File: config.mk
export PLATFORM = sky130hd
export DESIGN_NAME = health_supervisor
export DESIGN_NICKNAME = d
export VERILOG_FILES = /design/src/rtl/hs_pkg.sv /design/src/rtl/hs_stack_flags.sv /design/src/rtl/hs_watchdog.sv /design/src/rtl/hs_ref_timer.sv /design/src/rtl/hs_reset_pulse.sv /design/src/rtl/health_supervisor.sv
export SDC_FILE = /design/constraint.sdc
export NUM_CORES = 1
export LEC_CHECK = 0
export BUFFER_PORTS_ARGS = -buffer_cell sky130_fd_sc_hd__buf_4
export CORE_MARGIN = 3
export CORE_UTILIZATION = 35
export DETAILED_ROUTE_END_ITERATION = 8
export SETUP_SLACK_MARGIN = 0.5
export SYNTH_ARGS = -nofsm -noshare
export SYNTH_HDL_FRONTEND = slang
export SYNTH_HIERARCHICAL = 1
export SYNTH_SLANG_ARGS = --single-unit
File: constraint.sdc
create_clock -name clk -period 2 [get_ports clk]
set_clock_uncertainty 0.2 [all_clocks]
set_input_delay 0.3 -clock clk [delete_from_list [all_inputs] [get_ports clk]]
set_output_delay 0.3 -clock clk [all_outputs]
set_load 0.01 [all_outputs]
File: src/rtl/hs_pkg.sv
// Shared definitions for the health supervisor.
// Holds the configuration word bit positions, which the bench also relies on.
package hs_pkg;
    localparam int unsigned CFG_EN_BIT   = 0;
    localparam int unsigned CFG_MASK_BIT = 1;
    localparam int unsigned CFG_INTV_LSB = 2;

    typedef enum logic {
        PG_IDLE = 1'b0,
        PG_HOLD = 1'b1
    } pulse_state_t;
endpackage

File: src/rtl/hs_stack_flags.sv
// Sticky overflow flags for the two stacks, plus the interrupt.
// Assumes the strobes are synchronous to clk. clr_all (the hard reset pulse)
// takes priority over everything. A strobe takes priority over irq_clr.
module hs_stack_flags (
    input  logic clk,
    input  logic rst_n,
    input  logic clr_all,
    input  logic fg_ovf,
    input  logic bg_ovf,
    input  logic irq_clr,
    output logic fg_flag,
    output logic bg_flag,
    output logic irq
);
    // Latch each overflow until it is cleared by software or by a hard reset.
    always_ff @(posedge clk) begin
        if (!rst_n || clr_all) begin
            fg_flag <= 1'b0;
            bg_flag <= 1'b0;
        end else begin
            fg_flag <= fg_ovf | (fg_flag & ~irq_clr);
            bg_flag <= bg_ovf | (bg_flag & ~irq_clr);
        end
    end

    // The interrupt is high while either flag is set.
    always_comb irq = fg_flag | bg_flag;


    irq_set_chk: assert property (@(posedge clk) disable iff (!rst_n)
        ((fg_ovf || bg_ovf) && !clr_all) |=> irq);


    irq_clear_chk: assert property (@(posedge clk) disable iff (!rst_n)
        (irq_clr && !fg_ovf && !bg_ovf) |=> !irq);
endmodule

File: src/rtl/hs_watchdog.sv
// Watchdog down-counter.
// A configuration write loads load_val. Disarmed, kicked or cleared, the
// counter reloads from interval. fire is high in a cycle where the counter
// has reached zero, the watchdog is enabled and no kick is present.
module hs_watchdog #(
    parameter int unsigned INTV_W = 16
) (
    input  logic              clk,
    input  logic              rst_n,
    input  logic              clr_all,
    input  logic              enable,
    input  logic [INTV_W-1:0] interval,
    input  logic              load,
    input  logic [INTV_W-1:0] load_val,
    input  logic              kick,
    output logic              fire
);
    logic [INTV_W-1:0] cnt;

    // Count down the time remaining until the next kick is due.
    always_ff @(posedge clk) begin
        if (!rst_n) begin
            cnt <= '0;
        end else if (load) begin
            cnt <= load_val;
        end else if (clr_all || !enable || kick || cnt == '0) begin
            cnt <= interval;
        end else begin
            cnt <= cnt - 1'b1;
        end
    end

    // Flag an expired interval.
    always_comb fire = enable && (cnt == '0) && !kick && !load && !clr_all;
endmodule

File: src/rtl/hs_ref_timer.sv
// Free-running reference counter of TIMER_W bits.
// It wraps silently. It is held at zero while clr_all is high.
module hs_ref_timer #(
    parameter int unsigned TIMER_W = 24
) (
    input  logic               clk,
    input  logic               rst_n,
    input  logic               clr_all,
    output logic [TIMER_W-1:0] value
);
    // Advance by one every cycle.
    always_ff @(posedge clk) begin
        if (!rst_n || clr_all) value <= '0;
        else                   value <= value + 1'b1;
    end
endmodule

File: src/rtl/hs_reset_pulse.sv
// Generates a hard reset pulse of exactly LEN cycles.
// The pulse starts on the edge after trigger is seen. Triggers are ignored
// while a pulse is running. Assumes LEN >= 2.
module hs_reset_pulse
    import hs_pkg::*;
#(
    parameter int unsigned LEN = 16
) (
    input  logic clk,
    input  logic rst_n,
    input  logic trigger,
    output logic hard_rst
);
    localparam int unsigned CW = (LEN > 1) ? $clog2(LEN) : 1;
    localparam logic [CW-1:0] LAST = CW'(LEN - 1);

    pulse_state_t   state;
    logic [CW-1:0]  cnt;

    // Start on a trigger and count the pulse down to its end.
    always_ff @(posedge clk) begin
        if (!rst_n) begin
            state <= PG_IDLE;
            cnt   <= '0;
        end else if (state == PG_IDLE) begin
            if (trigger) begin
                state <= PG_HOLD;
                cnt   <= LAST;
            end
        end else if (cnt == '0) begin
            state <= PG_IDLE;
        end else begin
            cnt <= cnt - 1'b1;
        end
    end

    // Drive the pulse from the state register.
    always_comb hard_rst = (state == PG_HOLD);


    pulse_hold_chk: assert property (@(posedge clk) disable iff (!rst_n)
        (hard_rst && cnt != '0) |=> hard_rst);


    pulse_no_spurious_chk: assert property (@(posedge clk) disable iff (!rst_n)
        (!hard_rst && !trigger) |=> !hard_rst);
endmodule

File: src/rtl/health_supervisor.sv
// Processor health supervisor: stack overflow interrupt and reset, watchdog,
// and reference timer. The configuration word is cleared only by rst_n.
// The hard reset pulse clears all other state.
module health_supervisor
    import hs_pkg::*;
#(
    parameter int unsigned INTV_W    = 16,
    parameter int unsigned TIMER_W   = 24,
    parameter int unsigned PULSE_LEN = 16
) (
    input  logic               clk,
    input  logic               rst_n,
    input  logic               fg_ovf,
    input  logic               bg_ovf,
    input  logic               wd_kick,
    input  logic               cfg_we,
    input  logic [INTV_W+1:0]  cfg_wdata,
    input  logic               irq_clr,
    output logic               irq,
    output logic               hard_rst,
    output logic [TIMER_W-1:0] ref_time
);
    logic              cfg_en;
    logic              cfg_mask;
    logic [INTV_W-1:0] cfg_intv;
    logic              fg_flag, bg_flag;
    logic              wd_fire;
    logic              ovf_trig;

    // Hold the configuration word; only rst_n clears it.
    always_ff @(posedge clk) begin
        if (!rst_n) begin
            cfg_en   <= 1'b0;
            cfg_mask <= 1'b0;
            cfg_intv <= '0;
        end else if (cfg_we) begin
            cfg_en   <= cfg_wdata[CFG_EN_BIT];
            cfg_mask <= cfg_wdata[CFG_MASK_BIT];
            cfg_intv <= cfg_wdata[CFG_INTV_LSB +: INTV_W];
        end
    end

    // Request a reset when both stacks have overflowed and the mask is 0.
    always_comb ovf_trig = fg_flag && bg_flag && !cfg_mask;

    hs_stack_flags u_flags (
        .clk     (clk),
        .rst_n   (rst_n),
        .clr_all (hard_rst),
        .fg_ovf  (fg_ovf),
        .bg_ovf  (bg_ovf),
        .irq_clr (irq_clr),
        .fg_flag (fg_flag),
        .bg_flag (bg_flag),
        .irq     (irq)
    );

    hs_watchdog #(.INTV_W(INTV_W)) u_wd (
        .clk      (clk),
        .rst_n    (rst_n),
        .clr_all  (hard_rst),
        .enable   (cfg_en),
        .interval (cfg_intv),
        .load     (cfg_we),
        .load_val (cfg_wdata[CFG_INTV_LSB +: INTV_W]),
        .kick     (wd_kick),
        .fire     (wd_fire)
    );

    hs_ref_timer #(.TIMER_W(TIMER_W)) u_timer (
        .clk     (clk),
        .rst_n   (rst_n),
        .clr_all (hard_rst),
        .value   (ref_time)
    );

    hs_reset_pulse #(.LEN(PULSE_LEN)) u_pulse (
        .clk      (clk),
        .rst_n    (rst_n),
        .trigger  (ovf_trig || wd_fire),
        .hard_rst (hard_rst)
    );


    dual_ovf_reset_chk: assert property (@(posedge clk) disable iff (!rst_n)
        (fg_flag && bg_flag && !cfg_mask && !hard_rst) |=> hard_rst);


    masked_no_reset_chk: assert property (@(posedge clk) disable iff (!rst_n)
        (cfg_mask && !wd_fire && !hard_rst) |=> !hard_rst);
endmodule

---- Word level (Yosys, flattened, before mapping) ----
Cells that the tools add are included.
word-level totals
  register bits after elaboration ......... 65
  output and inout port bits .............. 26
  word-level logic and storage cells ...... 48
cells by class
  $add $sub $neg .......................... 3
  equal/unequal tests ..................... 1
  mux-type cells .......................... 8
  bitwise operators ....................... 6
  reductions and logical operators ........ 21
operators with widths
  kind                   number
  $mux 16                2
  $add 24x1->24 const B  1
  $logic_not 16->1       1
  $sub 16x1->16 const B  1
  $mux 4                 3
  $logic_and 1x1->1      6
  $logic_not 1->1        6
  $logic_or 1x1->1       5
  $logic_not 4->1        1
  $sub 4x1->4 const B    1
  $mux 1                 3
  $or 1x1->1             3
  $and 1x1->1            2
  $ne 2x2->1 const B     1
  $reduce_and 2->1       1
  $reduce_bool 2->1      1
  $not 1->1              1

---- Longest topological paths before layout ----
  depth after elaboration ................. 8
  mapped depth ............................ 9
  gate-level depth less buffers ........... 9

---- By module ----
Netlist, hierarchy kept.
modules (own cells, without submodules)
  module             times used  cells an instance  area each (um2)
  hs_ref_timer       1           124                1049.8
  hs_watchdog        1           118                1013.5
  health_supervisor  1           59                 699.4
  hs_reset_pulse     1           27                 259.0
  hs_stack_flags     1           10                 112.6

---- Least setup slack after synthesis ----
No wires, ideal clock.
  kind .................................... register to register
  from .................................... register u_timer.value[0]
  to ...................................... register u_timer.value[20]
  library setup time ...................... 59 ps
  arrival time ............................ 1881 ps
  path slack .............................. -141 ps
  stages on the path, launching flop included .. 7
  buffers on the path ..................... 1
  period minus slack after synthesis ...... 2141 ps
  cell sequence ........................... dfxtp_1 > ha_1 > nand3_1 > or4_1 > clkbuf_1 > or4_1 > nand2_1
on the way
  cells in the longest elaborated chain, start to end .. 1
RTL lines
  item                    RTL line            RTL
  from (decl)             hs_ref_timer.sv:9   output logic [TIMER_W-1:0] value
  from (signal assigned)  hs_ref_timer.sv:14  else value <= value + 1'b1;
  $add 24x1->24           hs_ref_timer.sv:14
No other way between the ends.
A chain may end at the register's enable or synchronous reset.

---- Final worst setup path ----
  from .................................... register u_timer.value[0]
  to ...................................... register u_timer.value[21]
Same word-level chain as after synthesis.

==> flow_summary.json <==
{
  "status": "completed",
  "multi_input_area_sq_um": 2150,
  "clk_latency_ns": 0.34,
  "hold_ws_ns": 0.0321,
  "avgViaCountPerCell": 5.14,
  "core_sq_um": 8460,
  "hold_path_class": "primary input to flop",
  "drtAntennaViolNets": 0,
  "yosysUniqueCellTypes": 58,
  "hold_depth": 3,
  "grt_pass1_vias": 2967,
  "portBuffers": 50,
  "finalNonFillerCells": 562,
  "fin_crit_sh_pct": 96.7,
  "die_y_um": 101,
  "area_delta_synth_final_pct": 56.4,
  "grt_max_degree": 22,
  "powerDensity_nw_per_um2": 611,
  "cts_tree": "yes",
  "grtUsageTotal_pct": 17.2,
  "grt_first_pass_wirelength_um": 14000,
  "fin_tns_setup_ns": 0,
  "reg2reg_slack_ns": 0.07,
  "min_to": "cfg_intv[7]$_SDFFE_PN0P_",
  "cp_max_fo": 4,
  "fin_util_pct": 57.9,
  "period_minus_slack_ns": 1.93,
  "wl_per_cell_um": 15.2,
  "setup_viol": 0,
  "syn_nets": 367,
  "antenna_found_initial": 0,
  "rsz0062_at_grt": "yes",
  "io_pins": 51,
  "dp_hpwl_um": 5310,
  "max_freq_mhz": 517,
  "num-nets-final": 481,
  "drv_cap": 0,
  "seq_area_frac_synth_pct": 41.5,
  "leakage_nw": 2.01,
  "clock_sinks": 65,
  "ir_drop_uv": 340,
  "fillCellCount": 734,
  "hold_violations": 0,
  "gr-total-overflow": 0,
  "drc": 0,
  "slew_headroom_pct": 11.4,
  "dr_total_vias": 2889,
  "h-tree-depth": 3,
  "clk_pin_slew_ns": 0.07,
  "synth.avg_cell_area_sq_um": 9.27,
  "synth_warnings": 6,
  "ys_ff_latch": 65,
  "cts-buffers-inserted": 9,
  "tightest_slew_ns": 1.33,
  "drt_iter0_markers": 70,
  "placed_cells": 500,
  "reg2reg_from": "u_timer/value[0]$_SDFF_PP0_",
  "die_area_sq_um": 10100,
  "drt_wl_total_um": 8540,
  "final_layout_size_suffix_gt1_share_pct": 48.4,
  "final_max_slew_viol_count": 0,
  "seqCellArea_sq_um": 1380,
  "synth_area_sq_um": 3130,
  "critPathLaunchType": "flop",
  "r2r_end": "u_timer/value[21]$_SDFF_PP0_",
  "start_util_pct": 37.0,
  "worstSetupStartpoint": "u_timer/value[0]$_SDFF_PP0_",
  "setup.worst_path.class": "flop to flop",
  "row_count": 33,
  "end_kind": "flop",
  "cts_root_buffer": "clkbuf_8",
  "crit_arrival_ns": 2.01,
  "clock_path_buffers": 2,
  "routabilityCongestion": 0.802,
  "worst-r2r-cell-count": 5,
  "die_w_um": 101,
  "cp.required_ns": 2.08,
  "hp-start": "cfg_wdata[9]",
  "synthCells": 338,
  "firstDrtPassIters": 4,
  "num_antenna_cells": 0
}
worst max path at each step:
| stage | slack (ns) | endpoint | cells after the start |
|---|---|---|---|
| CTS | 0.11 | u_timer/value[20]$_SDFF_PP0_ | 5 |
| global route | -0.02 | u_pulse/cnt[2]$_SDFFE_PN0P_ | 8 |
| floorplan | 0.06 | u_timer/value[20]$_SDFF_PP0_ | 6 |
| detailed placement | 0.04 | u_pulse/cnt[0]$_SDFFE_PN0P_ | 9 |
| finish | 0.07 | u_timer/value[21]$_SDFF_PP0_ | 5 |
| global placement | 0.06 | u_timer/value[20]$_SDFF_PP0_ | 5 |
sequential cells by signal, summed over array words and instances, names as in the netlist:
register,cells
u_pulse/cnt,4
u_pulse/hard_rst,1
u_timer/value,24
u_wd/cnt,16
cfg_en,1
u_flags/bg_flag,1
u_flags/fg_flag,1
cfg_mask,1
cfg_intv,16
layout by cell type (no fill, tap or decap), types with 6 or more instances in the layout:
| cell type | netlist | final |
|---|---|---|
| nor2_1 | 23 | 22 |
| dfxtp_2 | 0 | 14 |
| clkbuf_8 | 0 | 10 |
| dlygate4sd3_1 | 0 | 12 |
| dfxtp_1 | 65 | 36 |
| xnor2_1 | 17 | 16 |
| buf_4 | 1 | 82 |
| nand3_1 | 16 | 9 |
| nand4_1 | 8 | 8 |
| dfxtp_4 | 0 | 15 |
| buf_6 | 1 | 16 |
| inv_1 | 14 | 12 |
| mux2i_1 | 18 | 18 |
| xor2_1 | 10 | 10 |
| nor2b_1 | 22 | 21 |
| a21oi_2 | 3 | 8 |
| o21ai_0 | 9 | 6 |
| nand2_1 | 23 | 20 |
| nor4_4 | 1 | 8 |
kinds of logic after synthesis:
group                    synth area share, %
multiplexers                            6.11
XOR/XNOR                                7.54
adder cells (fa/ha/maj)                 1.60
flip-flops                              41.5
AO/OA/AOI/OAI                           12.5
buffers and inverters                   4.43
AND/OR/NAND/NOR                         26.3
stage by stage:
stage / worst slack (ns) / power (mW) / cell area (sq um)
3_3_place_gp: 0.0610 / 1.82 / 3870
3_5_place_dp: 0.0352 / 1.83 / 3870
5_1_grt: -0.0180 / 3.15 / 4900
4_1_cts: 0.105 / 2.96 / 4540
2_1_floorplan: 0.0592 / 1.69 / 3310
6_report: 0.0662 / 3.00 / 4900
worst max-delay path, stage by stage (launching register included):
cell and delay [ns]:
dfxtp_4 0.37, buf_6 0.11, nand4_1 0.13, or4_4 0.59, or3_4 0.35, a21oi_2 0.12
per-layer routing:
layer / GRT usage (%) / up-vias / part of all wire, %
met5: 0 / - / 0
met4: 4.25 / 0 / 0.86
met3: 5.12 / 7 / 3.9
met2: 30.5 / 46 / 53
met1: 20.0 / 1397 / 42
li1: - / 1439 / -
report_power, final:
group,switching [mW],leakage [nW],internal (mW)
Clock,0.484,0.0956,0.557
Sequential,0.0588,0.549,1.34
Combinational,0.250,1.36,0.302
layout make-up:
class                      count  area share [%]
sequential                    65            28.1
inverter                      15            1.15
clock buffer                  14            3.55
tap                          105            2.68
clock inverter                 2           0.204
timing repair buffer         115            20.4
multi-input combinational    246            43.9
timing repair:
action	in CTS	in global routing
endpoints found under the hold margin	12	0
hold buffers	12	0
setup buffers	20	12
setup endpoints to repair	36	44
cloned	2	0
pin swaps	26	34
resized for setup	42	59
synthesized netlist by cell type, drive strengths merged:
master,number,share of area [%]
dfxtp,65,42
nand2,23,2.8
nor2,23,2.8
nor2b,22,4.4
mux2i,18,5.7
nand3,17,2.9
xnor2,17,4.8
inv,14,1.7
a21oi,12,2.3
o21ai,11,1.8
xor2,10,2.8
clkbuf,9,1.1
nor3,9,1.4
nand4,8,1.6
nor4,8,2.5
or3,7,1.4
a32oi,5,1.4
buf,5,1.6
nand2b,5,1.7
o311ai,5,1.4
ha,4,1.6
and2,3,0.68
o221ai,3,0.84
o31ai,3,0.88
or4,3,0.72
a211oi,2,0.48
a311oi,2,0.56
a31o,2,0.56
and4,2,0.56
nor3b,2,0.48
nor4b,2,0.76
o211ai,2,0.48
o21a,2,0.48
o311a,2,0.64
or3b,2,0.64
a211o,1,0.32
a31oi,1,0.20
and3,1,0.20
and4b,1,0.44
clkinv,1,0.12
mux2,1,0.36
nand3b,1,0.24
o21bai,1,0.24
or2,1,0.20
Note: power is estimated with default switching activity, not from simulation.
